--- src/rtl/fce_pkg.sv ---
package fce_pkg;

  typedef enum logic [2:0] {
    M_ARRAY, M_PROG, M_ERASE, M_LOCK, M_STAT, M_BUF, M_IDENT, M_QUERY
  } rmode_e;

  localparam logic [7:0] OP_PROG_A   = 8'h10;
  localparam logic [7:0] OP_PROG_B   = 8'h40;
  localparam logic [7:0] OP_ERASE    = 8'h20;
  localparam logic [7:0] OP_CLEAR    = 8'h50;
  localparam logic [7:0] OP_LOCK     = 8'h60;
  localparam logic [7:0] OP_STAT     = 8'h70;
  localparam logic [7:0] OP_IDENT    = 8'h90;
  localparam logic [7:0] OP_QUERY    = 8'h98;
  localparam logic [7:0] OP_BUF      = 8'hE8;
  localparam logic [7:0] OP_RD       = 8'hFF;
  localparam logic [7:0] OP_RD_ALT   = 8'hF0;
  localparam logic [7:0] OP_NULL     = 8'h00;
  localparam logic [7:0] OP_CONFIRM  = 8'hD0;
  localparam logic [7:0] OP_LOCK_ALT = 8'h01;

  localparam logic [7:0] ST_READY     = 8'h80;
  localparam logic [7:0] ST_ERASE_ERR = 8'h20;
  localparam logic [7:0] ST_PROG_ERR  = 8'h10;

  // Views that return the status byte in every lane.
  function automatic logic shows_status(rmode_e m);
    return (m != M_ARRAY) && (m != M_IDENT) && (m != M_QUERY);
  endfunction

  function automatic logic [7:0] ident_byte(logic [7:0] idx, logic [7:0] mfr,
                                            logic [7:0] dev);
    case (idx)
      8'h00:   return mfr;
      8'h01:   return dev;
      default: return 8'h00;
    endcase
  endfunction

  function automatic logic [7:0] query_byte(logic [7:0] idx, logic [7:0] size_log2);
    case (idx)
      8'h10:   return 8'h51;
      8'h11:   return 8'h52;
      8'h12:   return 8'h59;
      8'h13:   return 8'h01;
      8'h27:   return size_log2;
      8'h2C:   return 8'h01;
      default: return 8'h00;
    endcase
  endfunction

endpackage

--- src/rtl/fce_array.sv ---
module fce_array #(
  parameter int DATA_W       = 16,
  parameter int DEPTH        = 64,
  parameter int SECTOR_WORDS = 16,
  parameter int ADDR_W       = $clog2(DEPTH)
) (
  input  logic              clk,
  input  logic              rst_n,
  input  logic              we,
  input  logic [ADDR_W-1:0] waddr,
  input  logic [DATA_W-1:0] wdata,
  input  logic              erase_go,
  input  logic [ADDR_W-1:0] erase_addr,
  input  logic [ADDR_W-1:0] raddr,
  output logic [DATA_W-1:0] rdata,
  output logic              busy
);
  localparam logic [ADDR_W-1:0] SEC_MASK = ADDR_W'(SECTOR_WORDS - 1);

  logic [DATA_W-1:0] mem [DEPTH];
  logic [ADDR_W-1:0] ptr;
  logic              sweep_last;

  assign sweep_last = (ptr & SEC_MASK) == SEC_MASK;

  always_ff @(posedge clk or negedge rst_n) begin
    if (!rst_n) begin
      busy <= 1'b0;
      ptr  <= '0;
    end else if (erase_go) begin
      busy <= 1'b1;
      ptr  <= erase_addr & ~SEC_MASK;
    end else if (busy) begin
      ptr <= ptr + ADDR_W'(1);
      if (sweep_last) busy <= 1'b0;
    end
  end

  always_ff @(posedge clk or negedge rst_n) begin
    if (!rst_n) begin
      for (int i = 0; i < DEPTH; i++) mem[i] <= '1;
    end else if (busy) begin
      mem[ptr] <= '1;
    end else if (we) begin
      mem[waddr] <= wdata;
    end
  end

  assign rdata = mem[raddr];

endmodule

--- src/rtl/fce_seq.sv ---
module fce_seq
  import fce_pkg::*;
#(
  parameter int DEV_W = 8
) (
  input  logic             clk,
  input  logic             rst_n,
  input  logic             ro,
  input  logic             wr_en,
  input  logic             busy,
  input  logic [7:0]       op,
  input  logic [DEV_W-1:0] cnt_in,
  output logic             prog_we,
  output logic             erase_go,
  output rmode_e           mode_q,
  output logic [1:0]       cyc_q,
  output logic [7:0]       status_q,
  output logic [DEV_W-1:0] cnt_q
);
  rmode_e           n_mode;
  logic [1:0]       n_cyc;
  logic [7:0]       n_st;
  logic [DEV_W-1:0] n_cnt;
  logic             acc;
  logic             to_array;
  logic [7:0]       prog_flags;

  assign acc        = wr_en & ~busy;
  assign prog_flags = ST_READY | (ro ? ST_PROG_ERR : 8'h00);

  always_comb begin
    n_mode   = mode_q;
    n_cyc    = cyc_q;
    n_st     = status_q;
    n_cnt    = cnt_q;
    prog_we  = 1'b0;
    erase_go = 1'b0;
    to_array = 1'b0;
    if (acc) begin
      case (cyc_q)
        2'd0: begin
          case (op)
            OP_PROG_A, OP_PROG_B: begin n_mode = M_PROG;  n_cyc = 2'd1; end
            OP_ERASE: begin
              n_mode   = M_ERASE;
              n_cyc    = 2'd1;
              n_st     = status_q | ST_READY | (ro ? ST_ERASE_ERR : 8'h00);
              erase_go = ~ro;
            end
            OP_CLEAR: begin n_st = 8'h00; to_array = 1'b1; end
            OP_LOCK:  begin n_mode = M_LOCK;  n_cyc = 2'd1; end
            OP_STAT:  n_mode = M_STAT;
            OP_IDENT: n_mode = M_IDENT;
            OP_QUERY: begin n_mode = M_QUERY; n_cyc = 2'd1; end
            OP_BUF:   begin n_mode = M_BUF; n_cyc = 2'd1; n_st = status_q | ST_READY; end
            OP_RD, OP_RD_ALT, OP_NULL: to_array = 1'b1;
            default:  to_array = 1'b1;
          endcase
        end
        2'd1: begin
          case (mode_q)
            M_PROG: begin
              prog_we = ~ro;
              n_st    = status_q | prog_flags;
              n_cyc   = 2'd0;
            end
            M_ERASE: begin
              if (op == OP_CONFIRM) begin n_cyc = 2'd0; n_st = status_q | ST_READY; end
              else to_array = 1'b1;
            end
            M_LOCK: begin
              if (op == OP_CONFIRM || op == OP_LOCK_ALT) begin
                n_cyc = 2'd0;
                n_st  = status_q | ST_READY;
              end else to_array = 1'b1;
            end
            M_BUF: begin n_cnt = cnt_in; n_cyc = 2'd2; end
            M_QUERY: if (op == OP_RD) to_array = 1'b1;
            default: to_array = 1'b1;
          endcase
        end
        2'd2: begin
          if (mode_q == M_BUF) begin
            prog_we = ~ro;
            n_st    = status_q | prog_flags;
            if (cnt_q == '0) n_cyc = 2'd3;
            n_cnt = cnt_q - DEV_W'(1);
          end else to_array = 1'b1;
        end
        default: begin
          if (mode_q == M_BUF && op == OP_CONFIRM) begin
            n_cyc = 2'd0;
            n_st  = status_q | ST_READY;
          end else to_array = 1'b1;
        end
      endcase
    end
    if (to_array) begin
      n_mode = M_ARRAY;
      n_cyc  = 2'd0;
    end
  end

  always_ff @(posedge clk or negedge rst_n) begin
    if (!rst_n) begin
      mode_q   <= M_ARRAY;
      cyc_q    <= 2'd0;
      status_q <= ST_READY;
      cnt_q    <= '0;
    end else begin
      mode_q   <= n_mode;
      cyc_q    <= n_cyc;
      status_q <= n_st;
      cnt_q    <= n_cnt;
    end
  end

endmodule

--- src/rtl/flash_cmd_engine.sv ---
module flash_cmd_engine
  import fce_pkg::*;
#(
  parameter int         DATA_W       = 16,
  parameter int         DEV_W        = 8,
  parameter int         DEPTH        = 64,
  parameter int         SECTOR_WORDS = 16,
  parameter logic [7:0] MFR_ID       = 8'h89,
  parameter logic [7:0] DEV_ID       = 8'h18,
  parameter int         ADDR_W       = $clog2(DEPTH)
) (
  input  logic              clk,
  input  logic              rst_n,
  input  logic              wr_protect,
  input  logic              wr_en,
  input  logic [ADDR_W-1:0] wr_addr,
  input  logic [DATA_W-1:0] wr_data,
  input  logic [ADDR_W-1:0] rd_addr,
  output logic [DATA_W-1:0] rd_data,
  output logic              busy
);
  localparam int         LANES     = DATA_W / DEV_W;
  localparam logic [7:0] SIZE_LOG2 = 8'($clog2(DEPTH * DATA_W / 8));

  rmode_e            mode_q;
  logic [1:0]        cyc_q;
  logic [7:0]        status_q;
  logic [DEV_W-1:0]  cnt_q;
  logic              prog_we;
  logic              erase_go;
  logic [DATA_W-1:0] arr_word;
  logic [DATA_W-1:0] rep_word;
  logic [7:0]        st_view;
  logic [7:0]        lane_byte;
  logic [7:0]        rd_idx;

  fce_seq #(.DEV_W(DEV_W)) u_seq (
    .clk(clk), .rst_n(rst_n), .ro(wr_protect), .wr_en(wr_en), .busy(busy),
    .op(wr_data[7:0]), .cnt_in(wr_data[DEV_W-1:0]),
    .prog_we(prog_we), .erase_go(erase_go), .mode_q(mode_q),
    .cyc_q(cyc_q), .status_q(status_q), .cnt_q(cnt_q)
  );

  fce_array #(.DATA_W(DATA_W), .DEPTH(DEPTH), .SECTOR_WORDS(SECTOR_WORDS),
              .ADDR_W(ADDR_W)) u_arr (
    .clk(clk), .rst_n(rst_n), .we(prog_we), .waddr(wr_addr), .wdata(wr_data),
    .erase_go(erase_go), .erase_addr(wr_addr), .raddr(rd_addr),
    .rdata(arr_word), .busy(busy)
  );

  // Ready bit is hidden while the sweeper runs.
  assign st_view = {status_q[7] & ~busy, status_q[6:0]};
  assign rd_idx  = 8'(rd_addr);

  always_comb begin
    case (mode_q)
      M_IDENT: lane_byte = ident_byte(rd_idx, MFR_ID, DEV_ID);
      M_QUERY: lane_byte = query_byte(rd_idx, SIZE_LOG2);
      default: lane_byte = st_view;
    endcase
  end

  for (genvar l = 0; l < LANES; l++) begin : g_lane
    assign rep_word[l*DEV_W +: DEV_W] = DEV_W'(lane_byte);
  end

  assign rd_data = (mode_q == M_ARRAY) ? arr_word : rep_word;

endmodule

--- config.mk ---
export PLATFORM = sky130hd
export DESIGN_NAME = flash_cmd_engine
export DESIGN_NICKNAME = d
export VERILOG_FILES = /design/src/rtl/fce_pkg.sv /design/src/rtl/fce_array.sv /design/src/rtl/fce_seq.sv /design/src/rtl/flash_cmd_engine.sv
export SDC_FILE = /design/constraint.sdc
export NUM_CORES = 2
export LEC_CHECK = 0
export ABC_AREA = 1
export ABC_CLOCK_PERIOD_IN_PS = 3800
export BUFFER_PORTS_ARGS = -buffer_cell sky130_fd_sc_hd__buf_2
export CAP_MARGIN = 20
export CORE_MARGIN = 1.5
export CORE_UTILIZATION = 55
export DETAILED_ROUTE_END_ITERATION = 6
export GPL_ROUTABILITY_DRIVEN = 1
export PLACE_DENSITY = 0.68
export RECOVER_POWER = 100
export SLEW_MARGIN = 20
export SYNTH_ARGS = -nofsm -noshare
export SYNTH_HDL_FRONTEND = slang
export SYNTH_HIERARCHICAL = 1
export SYNTH_SLANG_ARGS = --single-unit
--- constraint.sdc ---
create_clock -name clk -period 3.8 [get_ports clk]
set_clock_uncertainty 0.1 [all_clocks]
set_input_delay 0.57 -clock clk [delete_from_list [all_inputs] [get_ports clk]]
set_output_delay 0.57 -clock clk [all_outputs]
set_load 0.02 [all_outputs]
### After elaboration in Yosys (flattened, before gate mapping)

Cells that the tools add are included.

| cells by class | value |
|---|---|
| $lt $le $gt $ge | 5 |
| equality and inequality tests | 45 |
| div/mod/pow operators | 0 |
| bitwise gates (word level) | 10 |
| reductions and logical operators | 27 |
| add/sub/neg operators | 2 |
| $mul | 0 |
| muxes and demuxes | 61 |
| shift operators | 0 |

Operator list:

| cell | count |
|---|---|
| $mux W1024 | 2 |
| $bwmux W1024 | 1 |
| $or A1024 B1024 Y1024 | 1 |
| $demux W16 S6 | 2 |
| $bmux W16 S6 | 1 |
| $mux W16 | 5 |
| $pmux W8 S3 | 3 |
| $mux W8 | 6 |
| $pmux W8 S2 | 3 |
| $eq A8 B8 Y1 const B | 5 |
| $pmux W7 S5 | 1 |
| $eq A8 B7 Y1 const B | 4 |
| $eq A6 B5 Y1 const B | 4 |
| $ge A7 B7 Y1 const B | 3 |
| $not A6 Y7 | 3 |
| $pmux W3 S7 | 1 |
| $mux W6 | 3 |
| $logic_not A8 Y1 | 2 |
| $mux W1 | 16 |
| $mux W2 | 8 |
| $or A8 B8 Y8 | 2 |
| $reduce_and A8 Y1 | 2 |
| $lt A7 B1 Y1 const B | 2 |
| $eq A6 B6 Y1 const B | 2 |
| other kinds (44) | 68 |

| storage, ports and cells | value |
|---|---|
| RAM bits | 0 |
| input bits | 32 |
| bits in read-only memories | 0 |
| output and inout port bits | 17 |
| bits in latches | 0 |
| word-level logic and storage cells | 221 |
| bits in registers | 1052 |
| memories | 0 |

### Depth between registers and ports, before layout

| depth | value |
|---|---|
| depth after elaboration | 8 |
| depth in mapped cells | 16 |
| gate-level depth less buffers | 13 |

### Hierarchy

Netlist, hierarchy kept.

By module, submodules not included:

| module | area each (µm²) | instances | cells an instance |
|---|---|---|---|
| fce_array | 51972.3 | 1 | 6614 |
| fce_seq | 1646.6 | 1 | 257 |
| flash_cmd_engine | 449.2 | 1 | 94 |

### Worst setup path before layout

Ideal clock, no wire load.

| timing path | value |
|---|---|
| kind | in2reg |
| start | input wr_en |
| end | register u_arr/mem[853] (netlist bit) |
| data arrival time | 2.806 ns |
| data required time | 3.641 ns |
| slack | 0.835 ns |
| buffers on the path | 2 |
| stages on the path | 13 |
| cells stage by stage | inv_1 -> nor2_1 -> inv_1 -> or2_2 -> a2111oi_0 -> buf_2 -> nand2_1 -> nor4_4 -> nand2_2 -> nand2_1 -> buf_2 -> o22ai_1 -> inv_1 |

| between the ends | value |
|---|---|
| word-level cells in the longest chain between the ends | 3 |

Ends and longest elaborated chain:

| element | RTL line | text |
|---|---|---|
| start: declaration | flash_cmd_engine.sv:15 | `input logic wr_en,` |
| $and A1 B1 Y1 | fce_seq.sv:28 | `assign acc = wr_en & ~busy;` |
| $mux W1 | fce_seq.sv:39 | `if (acc) begin` |
| named net prog_we | flash_cmd_engine.sv:29 | `logic prog_we;` |
| $reduce_bool A2 Y1 (no line) | -- |  |
| end signal: indexed assignment | fce_array.sv:45 | `mem[waddr] <= wdata;` |
| end: declaration | fce_array.sv:20 | `logic [DATA_W-1:0] mem [DEPTH];` |

The timed path passes the listed nets, and every way through them passes these cells.
A chain may end at the register's enable or synchronous reset.

### Worst setup path in the final report

| timing path | value |
|---|---|
| start | input rd_addr[0] |
| end | output rd_data[10] |

| between the ends | value |
|---|---|
| word-level cells in the longest chain between the ends | 5 |
| elaborated cells on any way between the ends | 14 |
| classes of those cells | eq/ne (6); mux (6); bitwise (1); reduce/logical (1) |

Ends and longest elaborated chain:

| element | RTL line | text |
|---|---|---|
| start: declaration | flash_cmd_engine.sv:18 | `input logic [ADDR_W-1:0] rd_addr,` |
| $not A6 Y7 (implied by the code) | fce_array.sv:49 | `assign rdata = mem[raddr];` |
| $bmux W16 S6 | fce_array.sv:49 |  |
| $mux W16 (implied by the code) (2 in series) | fce_array.sv:49 |  |
| named net arr_word[10] | flash_cmd_engine.sv:31 | `logic [DATA_W-1:0] arr_word;` |
| $mux W16 | flash_cmd_engine.sv:67 | `assign rd_data = (mode_q == M_ARRAY) ? arr_word : rep_word;` |
| end: declaration | flash_cmd_engine.sv:19 | `output logic [DATA_W-1:0] rd_data,` |

The timed path passes the listed nets, and every way through them passes these cells. The select of a mux whose other input is x is not followed.

==> metrics.md <==
| Metric | Value |
|---|---|
| Wire per inst | `23.41 um` |
| CTS H-tree depth | `3` |
| Synthesis-to-finish area growth | `12.31%` |
| Synthesized area per cell | `7.763 sq um` |
| Die Span X | `316.5 um` |
| Total of max-cap violations | `5` |
| Largest net degree at the start of global routing | `104` |
| Final WS setup | `0.07103 ns` |
| Root buf cell | `clkbuf_16` |
| Yosys reg bits | `1047` |
| Max Fclk | `268.2 MHz` |
| CTS Buffer Depth | `3` |
| Post-CTS Setup Inserts | `0` |
| Row count | `114` |
| Initial core utilization | `55.74%` |
| Slowest-stage cell, CP | `nand3_1` |
| Slowest Stage Delay on Critical Path | `0.33 ns` |
| Hold Crit Class | `in2reg` |
| Final WL | `194800 um` |
| RSZ-0062 raised after global routing | `no` |
| Commonest non-fill, non-tap cell in the layout | `nand2_1` |
| Number of global-route vias before repair | `46720` |
| Synth warnings | `6` |
| Drt pass-1 iters | `7` |
| Fillers | `8501` |
| Worst vdd ir | `0.4407 mV` |
| Iter 0 DRT Violations | `6348` |
| Latest clock arrival within the worst-skew pair | `0.72 ns` |
| Setup CP Type | `in2out` |
| Largest cells by area after synthesis | `dfstp_2 (50%), nand2_1 (12%), inv_1 (9.6%)` |
| Num CTS Buffers | `112` |
| Startpoint types | `input port` |
| Post-Syn Area | `54070 sq um` |
| Internal | `18790 uW` |
| Final min period | `3.729 ns` |
| Final core occ | `62.61%` |
| Final HPWL DP | `121700 um` |
| Post-CTS Hold Buffers | `0` |
| Placeable Area | `96990 sq um` |
| Fin. Hold Viols | `0` |
| Via count | `49580` |
| Nets | `6991` |
| Most used flip-flop cell after synthesis | `dfstp_2` |
| CTS sink count | `1047` |
| Remaining Overflow, GRT | `0` |
| Pleak | `0.02873 uW` |
| EDFF count, synth | `0` |
| Worst slew pin tran | `2.221 ns` |
| Share of flip-flops with an asynchronous set or reset | `100.0%` |
| Final Cycle Share | `98.13%` |
| Max Transition Viols Final | `304` |
| Final GP Congestion | `0.9744` |
| CP required | `3.13 ns` |
| Status | `finished, violations left` |
| GRT Total Usage | `38.71%` |
| Setup_tns | `0 ns` |
| Post-CTS Resized | `0` |
| Setup Viol. Count Final | `0` |
| CTS tree | `yes` |
| Port Buffers | `48` |
| Power per cell area | `444.5 nW/um^2` |
| Post-synthesis sequential area ratio | `50.83%` |
| Clock power frac | `41.9%` |
| Routed Antenna Nets | `0` |
| Violated checks | `design-rule violations, max-capacitance violations, max-slew violations` |
| Cells after Synth | `6965` |
| Sw Pwr | `8199 uW` |
| IO Pins | `49` |
| Synth top area share | `49.81%` |
| Pre-CTS setup slack | `0.2644 ns` |
| Via density per instance | `5.956` |
| Most frequent CP cell | `nand2_1` |
| Slew HR | `-48.09%` |
| Share of layout cells above drive strength 1 | `22.89%` |
| Worst Path Max Fanout | `48` |
| Worst Path Arrival | `3.06 ns` |
| Initial antenna violation count | `8` |
| Sequential Power Share | `42.2%` |
| DRC Markers | `2` |
| Combinational share of power | `15.9%` |
| Switching Share | `30.38%` |
| Worst setup EP type | `primary output` |
| Clk slew on worst S/H paths | `0.06 ns` |
| Cell Chain, Critical Path | `buf_8, inv_8, buf_12, nand2_1, nand3_1, nand3_1, nand2_1, nand2_1, nand3_1, nand3_1, nand2_1, nand2_1, nand2_1, clkbuf_1` |
| Chip Height | `316.5 um` |
| Yosys top cell by area | `dfstp_2` |
| Cell variety after synth | `51` |
| Power, Total | `26990 uW` |
| First-pass GRT wire length | `292800 um` |
| Die footprint | `100200 sq um` |
| Most frequent cells in the layout | `nand2_1 (1799), inv_1 (1386), dfstp_2 (1025)` |
[power groups by stage]
stage	Clock, uW	Combinational, uW	Sequential (uW)
after floorplan	0	1990	11500
final	11300	4280	11400
after CTS	11400	4170	11400
after detailed placement	0	4160	11600
after global placement	0	4150	11600
after global routing	11800	4390	11400
[routing by layer]
layer,GRT usage [%],share of wire [%],wire length [um],vias to the layer above
met1,53.28,39,76380,23960
met4,20.57,6.0,11620,2
li1,-,-,-,22120
met3,10.69,12,23840,585
met2,55.57,43,83000,2915
met5,0,0.0046,9,-
[state kept, by name, indices dropped and copies added (netlist names)]
name	count
u_arr/mem	1024
u_seq/status_q	3
u_seq/cyc_q	2
u_seq/mode_q	3
u_seq/cnt_q	8
u_arr/ptr	6
u_arr/busy	1
[critical path, delay by kind of cell]
family	cells	cell delay, ns
simple gates	10	1.58
buf+inv	4	0.82
[through the flow]
step	hold slack, ns	area, sq um	cells
5_1_grt	0.1178	60720	8323
4_1_cts	0.1224	61360	8318
6_report	0.1364	60720	8325
3_3_place_gp	0.3599	57570	8114
3_5_place_dp	0.3587	57570	8114
2_1_floorplan	0.1744	54080	6969
[worst paths after layout]
kind,start,cells past startpoint,slack [ns],to
worst max-delay path,rd_addr[0],14,0.07,rd_data[10]
worst min-delay path,wr_addr[5],3,0.14,u_arr/ptr[5]
worst max register to register,u_arr/busy,11,0.13,u_arr/mem[318]
worst min register to register,u_arr/mem[25],2,0.37,u_arr/mem[25]
max in group asynchronous,rst_n,3,0.52,u_arr/mem[420]
min in group asynchronous,rst_n,1,1.16,u_arr/mem[789]
[synth_stat cells, types with 19 or more instances]
master and instances:
o21ai_2 22, inv_2 19, nor2_1 79, nand2_2 25
o22ai_1 691, a21oi_1 20, nand3_1 913, clkinv_1 21
dfstp_2 1025, o21ai_1 31, dfrtp_1 22, nand2_1 1790
buf_2 72, a22oi_1 49, buf_1 53, clkbuf_1 333
o21ai_0 285, inv_1 1388
[cells by family (layout without fill, tap and decap cells)]
group                      count (synthesis)  in the layout  share of synthesized area, %
AOI/OAI and AO/OA                       1124           1124                         12.54
xor gates and xnor gates                   2              2                       0.03240
adders and majority gates                  7              7                        0.1620
buffers and inverters                   1899           1972                         13.45
DFF                                     1047           1047                         50.83
other                                      1             12                      0.006936
and+or+nand+nor                         2885           2885                         22.99
[layout make-up]
type	instances	area (sq um)	area share, %
flip-flops and latches	1047	27490	45.27
multi-input cells	4023	19180	31.59
inverters	1429	5384	8.866
clock buffers	167	3374	5.557
repair buffers	339	3269	5.384
well taps	1276	1597	2.629
clock inverters	37	410.4	0.6758
diodes	7	17.52	0.02885
(Power assumes the default switching activity.)
